[config.mk]
export PLATFORM = sky130hd
export DESIGN_NAME = fpga_pcfg_master
export DESIGN_NICKNAME = d
export VERILOG_FILES = /design/src/rtl/pcfg_pkg.sv /design/src/rtl/pcfg_pulser.sv /design/src/rtl/pcfg_accum.sv /design/src/rtl/pcfg_chunk.sv /design/src/rtl/fpga_pcfg_master.sv
export SDC_FILE = /design/constraint.sdc
export NUM_CORES = 1
export LEC_CHECK = 0
export CAP_MARGIN = 10
export CORE_ASPECT_RATIO = 1.4
export CORE_MARGIN = 8
export CORE_UTILIZATION = 55
export DETAILED_ROUTE_END_ITERATION = 8
export DONT_BUFFER_PORTS = 1
export PLACE_DENSITY = 0.75
export RECOVER_POWER = 25
export SYNTH_ARGS = -nofsm -noshare
export SYNTH_HDL_FRONTEND = slang
export SYNTH_HIERARCHICAL = 1
export SYNTH_SLANG_ARGS = --single-unit
[constraint.sdc]
create_clock -name clk -period 5.23 [get_ports clk]
set_input_delay 1.046 -clock clk [delete_from_list [all_inputs] [get_ports clk]]
set_output_delay 1.046 -clock clk [all_outputs]
set_load 0.05 [all_outputs]
[src/rtl/pcfg_pkg.sv]
package pcfg_pkg;

  typedef enum logic [2:0] {
    ST_IDLE,
    ST_RST,
    ST_POLL,
    ST_LOAD,
    ST_FIN,
    ST_FLUSH,
    ST_TAIL,
    ST_SAMPLE
  } seq_state_e;

  typedef enum logic [1:0] {
    PH_IDLE,
    PH_SETUP,
    PH_HIGH
  } pulse_ph_e;

  typedef enum logic [1:0] {
    OP_RST_HOST  = 2'd0,
    OP_RST_FLASH = 2'd1,
    OP_FINISH    = 2'd2,
    OP_NONE      = 2'd3
  } host_op_e;

  localparam logic [7:0] STAT_INIT_HI  = 8'd200;
  localparam logic [7:0] STAT_INIT_TMO = 8'd100;
  localparam logic [7:0] STAT_FIN_HI   = 8'd22;
  localparam logic [7:0] STAT_FIN_LO   = 8'd11;

endpackage

[src/rtl/pcfg_pulser.sv]
module pcfg_pulser
  import pcfg_pkg::*;
(
  input  logic clk,
  input  logic rst_n,
  input  logic start_i,
  output logic busy_o,
  output logic cclk_o,
  output logic done_o
);

  pulse_ph_e ph_q, ph_d;
  logic      cclk_q, cclk_d;

  always_comb begin
    ph_d = ph_q;
    case (ph_q)
      PH_IDLE:  if (start_i) ph_d = PH_SETUP;
      PH_SETUP: ph_d = PH_HIGH;
      PH_HIGH:  ph_d = PH_IDLE;
      default:  ph_d = PH_IDLE;
    endcase
    cclk_d = (ph_d == PH_HIGH);
  end

  always_ff @(posedge clk or negedge rst_n) begin
    if (!rst_n) begin
      ph_q   <= PH_IDLE;
      cclk_q <= 1'b0;
    end else begin
      ph_q   <= ph_d;
      cclk_q <= cclk_d;
    end
  end

  assign busy_o = (ph_q != PH_IDLE);
  assign done_o = (ph_q == PH_HIGH);
  assign cclk_o = cclk_q;

  assert_cclk_one_cycle_R3: assert property (@(posedge clk) disable iff (!rst_n)
    cclk_o |=> !cclk_o);

  assert_start_when_idle_R3: assert property (@(posedge clk) disable iff (!rst_n)
    start_i |-> !busy_o);

endmodule

[src/rtl/pcfg_accum.sv]
module pcfg_accum #(
  parameter int unsigned CNT_W = 32,
  parameter int unsigned SUM_W = 8
) (
  input  logic             clk,
  input  logic             rst_n,
  input  logic             clr_i,
  input  logic             add_i,
  input  logic [SUM_W-1:0] byte_i,
  output logic [CNT_W-1:0] cnt_o,
  output logic [SUM_W-1:0] sum_o
);

  logic [CNT_W-1:0] cnt_q, cnt_d;
  logic [SUM_W-1:0] sum_q, sum_d;
  logic             en;

  assign en = clr_i | add_i;

  always_comb begin
    if (clr_i) begin
      cnt_d = '0;
      sum_d = '0;
    end else begin
      cnt_d = cnt_q + CNT_W'(1);
      sum_d = sum_q + byte_i;
    end
  end

  always_ff @(posedge clk or negedge rst_n) begin
    if (!rst_n) begin
      cnt_q <= '0;
      sum_q <= '0;
    end else if (en) begin
      cnt_q <= cnt_d;
      sum_q <= sum_d;
    end
  end

  assign cnt_o = cnt_q;
  assign sum_o = sum_q;

  assert_clr_add_excl_R5: assert property (@(posedge clk) disable iff (!rst_n)
    !(clr_i && add_i));

endmodule

[src/rtl/pcfg_chunk.sv]
module pcfg_chunk #(
  parameter int unsigned SHORT_LEN = 64
) (
  input  logic clk,
  input  logic rst_n,
  input  logic clr_i,
  input  logic acc_i,
  input  logic last_i,
  output logic short_o
);

  localparam int unsigned LEN_W = $clog2(SHORT_LEN + 1);
  localparam logic [LEN_W-1:0] LEN_SAT = LEN_W'(SHORT_LEN);
  localparam logic [LEN_W-1:0] LEN_LIM = LEN_W'(SHORT_LEN - 1);

  logic [LEN_W-1:0] len_q, len_d;
  logic             en;

  assign en = clr_i | acc_i;

  always_comb begin
    if (clr_i || last_i) begin
      len_d = '0;
    end else if (len_q != LEN_SAT) begin
      len_d = len_q + LEN_W'(1);
    end else begin
      len_d = len_q;
    end
  end

  always_ff @(posedge clk or negedge rst_n) begin
    if (!rst_n) begin
      len_q <= '0;
    end else if (en) begin
      len_q <= len_d;
    end
  end

  assign short_o = acc_i && last_i && (len_q < LEN_LIM);

  assert_len_bound_R6: assert property (@(posedge clk) disable iff (!rst_n)
    len_q <= LEN_SAT);

endmodule

[src/rtl/fpga_pcfg_master.sv]
module fpga_pcfg_master
  import pcfg_pkg::*;
#(
  parameter int unsigned RST_TICKS    = 1000000,
  parameter int unsigned POLL_MAX     = 65535,
  parameter int unsigned SHORT_LEN    = 64,
  parameter int unsigned FLUSH_PULSES = 64,
  parameter int unsigned TAIL_PULSES  = 4,
  parameter int unsigned CNT_W        = 32,
  parameter logic [1:0]  MODE_HOST    = 2'b10,
  parameter logic [1:0]  MODE_FLASH   = 2'b11
) (
  input  logic             clk,
  input  logic             rst_n,
  input  logic             cmd_req_i,
  input  logic [1:0]       cmd_op_i,
  output logic             cmd_ack_o,
  input  logic             s_valid_i,
  input  logic [7:0]       s_data_i,
  input  logic             s_last_i,
  output logic             s_ready_o,
  output logic             fpga_rst_n_o,
  output logic [1:0]       mode_o,
  output logic             cs_n_o,
  output logic             rdwr_o,
  output logic             cclk_o,
  output logic [7:0]       data_o,
  output logic             out_en_o,
  input  logic             init_i,
  input  logic             done_i,
  output logic [7:0]       status_o,
  output logic             unconf_o,
  output logic [CNT_W-1:0] byte_cnt_o,
  output logic [7:0]       checksum_o,
  output logic             busy_o,
  output logic             loading_o
);

  localparam int unsigned RST_W  = $clog2(RST_TICKS + 1);
  localparam int unsigned POLL_W = $clog2(POLL_MAX + 1);
  localparam int unsigned TMR_W  = (RST_W > POLL_W) ? RST_W : POLL_W;
  localparam int unsigned PMAX   = (FLUSH_PULSES > TAIL_PULSES) ? FLUSH_PULSES : TAIL_PULSES;
  localparam int unsigned PUL_W  = $clog2(PMAX + 1);

  localparam logic [TMR_W-1:0] RST_LAST   = TMR_W'(RST_TICKS - 1);
  localparam logic [TMR_W-1:0] POLL_LAST  = TMR_W'(POLL_MAX - 1);
  localparam logic [PUL_W-1:0] FLUSH_LAST = PUL_W'(FLUSH_PULSES - 1);
  localparam logic [PUL_W-1:0] TAIL_LAST  = PUL_W'(TAIL_PULSES - 1);

  seq_state_e       state_q, state_d;
  logic [TMR_W-1:0] tmr_q, tmr_d;
  logic [PUL_W-1:0] pul_q, pul_d;
  logic [1:0]       mode_q, mode_d;
  logic [7:0]       stat_q, stat_d;
  logic             unconf_q, unconf_d;
  logic             pend_q, pend_d;
  logic [7:0]       data_q;

  host_op_e op;
  logic     is_rst_op, is_fin_op;
  logic     load_free, ack, byte_acc, acc_clr;
  logic     pul_start, pul_busy, pul_done, pul_cclk;
  logic     chunk_short;

  assign op        = host_op_e'(cmd_op_i);
  assign is_rst_op = (op == OP_RST_HOST) || (op == OP_RST_FLASH);
  assign is_fin_op = (op == OP_FINISH);
  assign load_free = (state_q == ST_LOAD) && !pul_busy && !pend_q;
  assign ack       = cmd_req_i && ((is_rst_op && ((state_q == ST_IDLE) || load_free)) ||
                                   (is_fin_op && load_free));
  assign s_ready_o = load_free && !ack;
  assign byte_acc  = s_valid_i && s_ready_o;
  assign pul_start = byte_acc ||
                     (((state_q == ST_FLUSH) || (state_q == ST_TAIL)) && !pul_busy);

  pcfg_pulser u_pulser (
    .clk     (clk),
    .rst_n   (rst_n),
    .start_i (pul_start),
    .busy_o  (pul_busy),
    .cclk_o  (pul_cclk),
    .done_o  (pul_done)
  );

  pcfg_accum #(
    .CNT_W (CNT_W),
    .SUM_W (8)
  ) u_accum (
    .clk    (clk),
    .rst_n  (rst_n),
    .clr_i  (acc_clr),
    .add_i  (byte_acc),
    .byte_i (s_data_i),
    .cnt_o  (byte_cnt_o),
    .sum_o  (checksum_o)
  );

  pcfg_chunk #(
    .SHORT_LEN (SHORT_LEN)
  ) u_chunk (
    .clk     (clk),
    .rst_n   (rst_n),
    .clr_i   (acc_clr),
    .acc_i   (byte_acc),
    .last_i  (s_last_i),
    .short_o (chunk_short)
  );

  // sequencer next state
  always_comb begin
    state_d  = state_q;
    tmr_d    = tmr_q;
    pul_d    = pul_q;
    mode_d   = mode_q;
    stat_d   = stat_q;
    unconf_d = unconf_q;
    pend_d   = pend_q;
    acc_clr  = 1'b0;
    case (state_q)
      ST_IDLE: begin
        if (ack && is_rst_op) begin
          state_d = ST_RST;
          tmr_d   = '0;
          mode_d  = (op == OP_RST_FLASH) ? MODE_FLASH : MODE_HOST;
        end
      end
      ST_RST: begin
        if (tmr_q == RST_LAST) begin
          state_d = ST_POLL;
          tmr_d   = '0;
        end else begin
          tmr_d = tmr_q + TMR_W'(1);
        end
      end
      ST_POLL: begin
        if (init_i || (tmr_q == POLL_LAST)) begin
          state_d = ST_LOAD;
          stat_d  = init_i ? STAT_INIT_HI : STAT_INIT_TMO;
          acc_clr = 1'b1;
          pend_d  = 1'b0;
        end else begin
          tmr_d = tmr_q + TMR_W'(1);
        end
      end
      ST_LOAD: begin
        if (ack) begin
          if (is_rst_op) begin
            state_d = ST_RST;
            tmr_d   = '0;
            mode_d  = (op == OP_RST_FLASH) ? MODE_FLASH : MODE_HOST;
          end else begin
            state_d = ST_FIN;
          end
        end else if (pend_q && pul_done) begin
          state_d = ST_FIN;
          pend_d  = 1'b0;
        end else if (chunk_short) begin
          pend_d = 1'b1;
        end
      end
      ST_FIN: begin
        stat_d  = stat_q + (init_i ? STAT_FIN_HI : STAT_FIN_LO);
        state_d = ST_FLUSH;
        pul_d   = '0;
      end
      ST_FLUSH: begin
        if (pul_done) begin
          if (pul_q == FLUSH_LAST) begin
            state_d = ST_TAIL;
            pul_d   = '0;
          end else begin
            pul_d = pul_q + PUL_W'(1);
          end
        end
      end
      ST_TAIL: begin
        if (pul_done) begin
          if (pul_q == TAIL_LAST) begin
            state_d = ST_SAMPLE;
            pul_d   = '0;
          end else begin
            pul_d = pul_q + PUL_W'(1);
          end
        end
      end
      ST_SAMPLE: begin
        unconf_d = !done_i;
        if (done_i) begin
          state_d = ST_IDLE;
        end else begin
          state_d = ST_RST;
          tmr_d   = '0;
          mode_d  = MODE_HOST;
        end
      end
      default: state_d = ST_IDLE;
    endcase
  end

  always_ff @(posedge clk or negedge rst_n) begin
    if (!rst_n) begin
      state_q  <= ST_IDLE;
      tmr_q    <= '0;
      pul_q    <= '0;
      mode_q   <= MODE_HOST;
      stat_q   <= '0;
      unconf_q <= 1'b1;
      pend_q   <= 1'b0;
    end else begin
      state_q  <= state_d;
      tmr_q    <= tmr_d;
      pul_q    <= pul_d;
      mode_q   <= mode_d;
      stat_q   <= stat_d;
      unconf_q <= unconf_d;
      pend_q   <= pend_d;
    end
  end

  always_ff @(posedge clk or negedge rst_n) begin
    if (!rst_n) begin
      data_q <= '0;
    end else if (byte_acc) begin
      data_q <= s_data_i;
    end
  end

  // pin decode
  assign out_en_o     = (state_q != ST_IDLE) && (state_q != ST_SAMPLE);
  assign fpga_rst_n_o = (state_q != ST_RST);
  assign cs_n_o       = !out_en_o || (state_q == ST_RST) || (state_q == ST_TAIL);
  assign rdwr_o       = !out_en_o;
  assign mode_o       = mode_q;
  assign cclk_o       = pul_cclk;
  assign data_o       = data_q;
  assign cmd_ack_o    = ack;
  assign status_o     = stat_q;
  assign unconf_o     = unconf_q;
  assign loading_o    = (state_q == ST_LOAD);
  assign busy_o       = (state_q != ST_IDLE) && (state_q != ST_LOAD);

  // reset-length observer for the assertion below
  logic [RST_W:0] chk_low_q;
  always_ff @(posedge clk or negedge rst_n) begin
    if (!rst_n) begin
      chk_low_q <= '0;
    end else if (!fpga_rst_n_o) begin
      chk_low_q <= chk_low_q + (RST_W+1)'(1);
    end else begin
      chk_low_q <= '0;
    end
  end

  assert_rst_length_R1: assert property (@(posedge clk) disable iff (!rst_n)
    $rose(fpga_rst_n_o) |-> (chk_low_q == (RST_W+1)'(RST_TICKS)));

  assert_load_cleared_R2: assert property (@(posedge clk) disable iff (!rst_n)
    $rose(loading_o) |-> (byte_cnt_o == '0) && (checksum_o == 8'd0));

  assert_data_setup_R3: assert property (@(posedge clk) disable iff (!rst_n)
    $rose(cclk_o) |-> $stable(data_o));

  assert_ready_low_in_pulse_R3: assert property (@(posedge clk) disable iff (!rst_n)
    cclk_o |-> !s_ready_o);

  assert_checksum_step_R4: assert property (@(posedge clk) disable iff (!rst_n)
    byte_acc |=> (checksum_o == ($past(checksum_o) + $past(s_data_i))));

  assert_count_step_R5: assert property (@(posedge clk) disable iff (!rst_n)
    byte_acc |=> (byte_cnt_o == ($past(byte_cnt_o) + CNT_W'(1))));

  assert_release_after_deselect_R8: assert property (@(posedge clk) disable iff (!rst_n)
    $fell(out_en_o) |-> $past(cs_n_o));

  assert_unconf_restart_R9: assert property (@(posedge clk) disable iff (!rst_n)
    $rose(unconf_o) |-> !fpga_rst_n_o);

endmodule

==> flow_summary.json <==
{
  "route.antenna.remaining_nets": 0,
  "num-fill-cells": 885,
  "core_um2": 10640,
  "timing.setup.critical_path_class": "flop to flop",
  "pwr_density_cell_nw_per_um2": 535.1,
  "achievable-frequency_ghz": 0.2463,
  "setup.worst_path.end_class": "flop",
  "place_congestion": 0.8746,
  "power_report.internal_total_uw": 1762,
  "post-cts-setup-buffer-count": 0,
  "grt_pass1_vias": 4823,
  "result_of_the_run": "finished clean",
  "switching_part_of_the_total_power_pct": 47.64,
  "start_kind": "flop",
  "synthToLayoutAreaGrowth_pct": 6.528,
  "cts-root-buf": "sky130_fd_sc_hd__clkbuf_16",
  "asyncSetResetFlopFracSynth_pct": 100.0,
  "route.vias.total": 4819,
  "cts_max_path_buffers": 2,
  "initial_utilization_pct": 55.47,
  "cts_tree": "built",
  "synth_warnings": 6,
  "worstPathMaxFanout": 22,
  "grt_util_met3_pct": 6.930,
  "ir_drop_uv": 301.5,
  "worst_r2r_startpoint": "state_q[0]",
  "ctsResizeCount": 0,
  "global_routing_met2_resource_utilization_pct": 34.65,
  "number_of_cells_produced_by_synthesis": 633,
  "globalRoute.busiestLayer": "met2",
  "portBuffers": 0,
  "detail_route.vias_per_cell": 6.324,
  "synth_top_cell_by_area": "sky130_fd_sc_hd__dfrtp_1",
  "tightestPinTransition_ns": 1.125,
  "cellLeakagePower_uw": 0.002657,
  "rr_worst_depth": 12,
  "cts_made_buffers": 9,
  "mapped_cell_area_um2": 5903,
  "dp_worst_setup_slack_ns": 1.198,
  "wl_per_cell_um": 18.47,
  "floorplan.die_area_um2": 14350,
  "wire_length_of_the_first_global_routing_pass_um": 23860,
  "combinationalPowerShare_pct": 32.8,
  "layout.nets": 652,
  "htree_num_levels": 3,
  "r2r_end": "u_accum/cnt_o[27]",
  "grt_overflow_total": 0,
  "timing.slew.headroom_pct": 24.48,
  "detailed_place_hpwl_um": 10130,
  "synth.distinct_cells": 79,
  "number_of_drc_markers_in_iteration_0": 270,
  "synthesis.nets": 669,
  "num_antenna_cells": 0,
  "power_frac_clock_pct": 22.9,
  "synth_seq_cells": 99,
  "dieWidth_um": 103.6,
  "drive_above_1_share_pct": 9.501,
  "grt_antenna_before_repair": 0,
  "ys_dominant_reg_cell": "sky130_fd_sc_hd__dfrtp_1",
  "synth_edf_count": 0,
  "max-cap-violations": 0,
  "synth_seq_area_share_pct": 41.99,
  "final_period_util_pct": 77.64,
  "rsz_0062_raised_after_global_routing": "false",
  "most_frequent_cell_after_synthesis": "sky130_fd_sc_hd__dfrtp_1",
  "synth.cells.most_frequent": "sky130_fd_sc_hd__dfrtp_1 (98), sky130_fd_sc_hd__nand2_1 (51), sky130_fd_sc_hd__nor2_1 (49)",
  "fin_tns_setup_ns": 0,
  "drcViolationCount": 0,
  "hold_violations": 0,
  "postCtsHoldBufs": 0,
  "cp_data_arrival_time_ns": 4.27,
  "clock_pin_slew_of_the_registers_on_the_worst_case_setup_and_hold_paths_ns": 0.07,
  "clkSinkCount": 99,
  "final_worst_slack_ns": 1.169,
  "worst-endpoint-required_ns": 5.44,
  "grt_max_degree": 100,
  "design.portCount": 85,
  "met1_usage_pct": 21.42,
  "clk-insertion-delay-late_ns": 0.35,
  "postSynthAreaPerCell_um2": 9.326,
  "number_of_cell_rows": 45,
  "sequential_power_share_pct": 44.2,
  "gr-usage-all-layers_pct": 19.84,
  "regToRegSetupSlack_ns": 1.17,
  "fin_worst_skew_ns": 0.01013,
  "slew_viol_final": 0,
  "synth_top_cells_by_area": "sky130_fd_sc_hd__dfrtp_1 (42%), sky130_fd_sc_hd__ha_1 (3.8%), sky130_fd_sc_hd__a21oi_1 (3.3%)",
  "min-delay-path-class": "primary input to async pin",
  "p_sw_uw": 1603,
  "wl_um": 14080,
  "dr.pass1.iters": 5,
  "final_period_minus_worst_setup_slack_ns": 4.061,
  "floorplan.die.height_um": 138.6,
  "finalSetupViolCount": 0,
  "synthDominantCellAreaShare_pct": 41.54
}
-- flip-flops by register name, summed over array words and instances (netlist names) --
register and cells:
u_accum/cnt_o 32, tmr_q 20, data_o 8, status_o 8, u_accum/sum_o 8, pul_q 7
u_chunk/len_q 7, state_q 3, u_pulser/ph_q 2, mode_o 1, pend_q 1, u_pulser/cclk_o 1
unconf_o 1
-- kinds of logic (layout without fill, tap and decap cells) --
family | count (synthesis) | after routing | share of synthesized area, %
buffers and inverters | 61 | 49 | 4.854
other | 1 | 1 | 0.06353
xor gates and xnor gates | 31 | 31 | 4.599
and+or+nand+nor | 258 | 258 | 24.33
DFF | 99 | 99 | 41.99
adders and majority gates | 19 | 19 | 4.154
muxes | 19 | 19 | 3.476
AOI/OAI and AO/OA | 145 | 145 | 16.53
-- worst max-delay path, stage by stage (launching register included) --
cell and delay [ns]:
sky130_fd_sc_hd__dfrtp_1 0.70, sky130_fd_sc_hd__nand3b_1 0.24, sky130_fd_sc_hd__inv_1 0.43, sky130_fd_sc_hd__nand2_1 0.12, sky130_fd_sc_hd__nor3_2 0.12, sky130_fd_sc_hd__buf_4 0.22
sky130_fd_sc_hd__nand2_1 0.07, sky130_fd_sc_hd__buf_4 0.17, sky130_fd_sc_hd__inv_1 0.60, sky130_fd_sc_hd__o2111ai_1 0.41, sky130_fd_sc_hd__nor4_4 0.57, sky130_fd_sc_hd__a21o_2 0.20
sky130_fd_sc_hd__a21oi_1 0.06
-- worst max-delay path by stage --
stage | start | to | slack, ns
3_3_place_gp | state_q[0] | u_accum/cnt_o[27] | 1.36
3_5_place_dp | state_q[0] | u_accum/cnt_o[18] | 1.20
4_1_cts | state_q[0] | u_accum/cnt_o[27] | 1.15
6_report | state_q[0] | u_accum/cnt_o[27] | 1.17
5_1_grt | state_q[0] | u_accum/cnt_o[27] | 0.80
2_1_floorplan | cmd_req_i | u_accum/cnt_o[18] | 0.73
-- cells in the final DEF (no fill, tap or decap), types with 6 or more instances in the layout --
master / count
sky130_fd_sc_hd__nor2_1: 49
sky130_fd_sc_hd__mux2_2: 11
sky130_fd_sc_hd__xnor2_1: 19
sky130_fd_sc_hd__nor2b_1: 11
sky130_fd_sc_hd__nor3_1: 12
sky130_fd_sc_hd__o21ai_0: 29
sky130_fd_sc_hd__and3_1: 7
sky130_fd_sc_hd__a31oi_1: 6
sky130_fd_sc_hd__a22o_1: 6
sky130_fd_sc_hd__nand4_1: 13
sky130_fd_sc_hd__or3_1: 7
sky130_fd_sc_hd__o31ai_1: 23
sky130_fd_sc_hd__nand2_1: 51
sky130_fd_sc_hd__nand3_1: 28
sky130_fd_sc_hd__a21oi_1: 39
sky130_fd_sc_hd__ha_1: 18
sky130_fd_sc_hd__mux2i_1: 7
sky130_fd_sc_hd__nor4_1: 16
sky130_fd_sc_hd__dfrtp_1: 98
sky130_fd_sc_hd__inv_1: 28
sky130_fd_sc_hd__nand2b_1: 8
sky130_fd_sc_hd__clkbuf_16: 9
sky130_fd_sc_hd__xor2_1: 12
sky130_fd_sc_hd__or4_1: 16
-- metal layers --
metal	vias up	wire, um
li1	2275	-
met1	2384	5439
met2	139	7356
met3	21	999
met4	0	281
met5	-	0
-- cell type report --
type | instances | area, um2 | area share (%)
clock buffer | 9 | 225.2 | 3.581
multi-input combinational | 473 | 3148 | 50.06
sequential | 99 | 2479 | 39.42
inverter | 29 | 108.9 | 1.731
tap | 141 | 176.4 | 2.805
timing repair buffer | 4 | 30.03 | 0.4775
clock inverter | 7 | 121.4 | 1.930
-- metrics by stage --
| step | area [um2] | util [%] | power, uW | hold slack [ns] | instances |
|---|---|---|---|---|---|
| 4_1_cts | 6289 | 59.09 | 3390 | 0.3828 | 762 |
| 5_1_grt | 6289 | 59.09 | 3565 | 0.3756 | 762 |
| 3_3_place_gp | 5942 | 55.84 | 2556 | 0.4653 | 746 |
| 2_1_floorplan | 5903 | - | 2392 | 0.4521 | 633 |
| 6_report | 6289 | 59.09 | 3365 | 0.3957 | 762 |
| 3_5_place_dp | 5942 | 55.84 | 2612 | 0.4843 | 746 |
-- power groups by stage --
stage	clock [uW]	combinational (uW)	sequential [uW]
6_report	772	1100	1490
5_1_grt	817	1230	1520
4_1_cts	788	1110	1490
3_5_place_dp	0	1110	1510
3_3_place_gp	0	1060	1500
2_1_floorplan	0	1010	1390
Power figures use the tool's default switching activity.
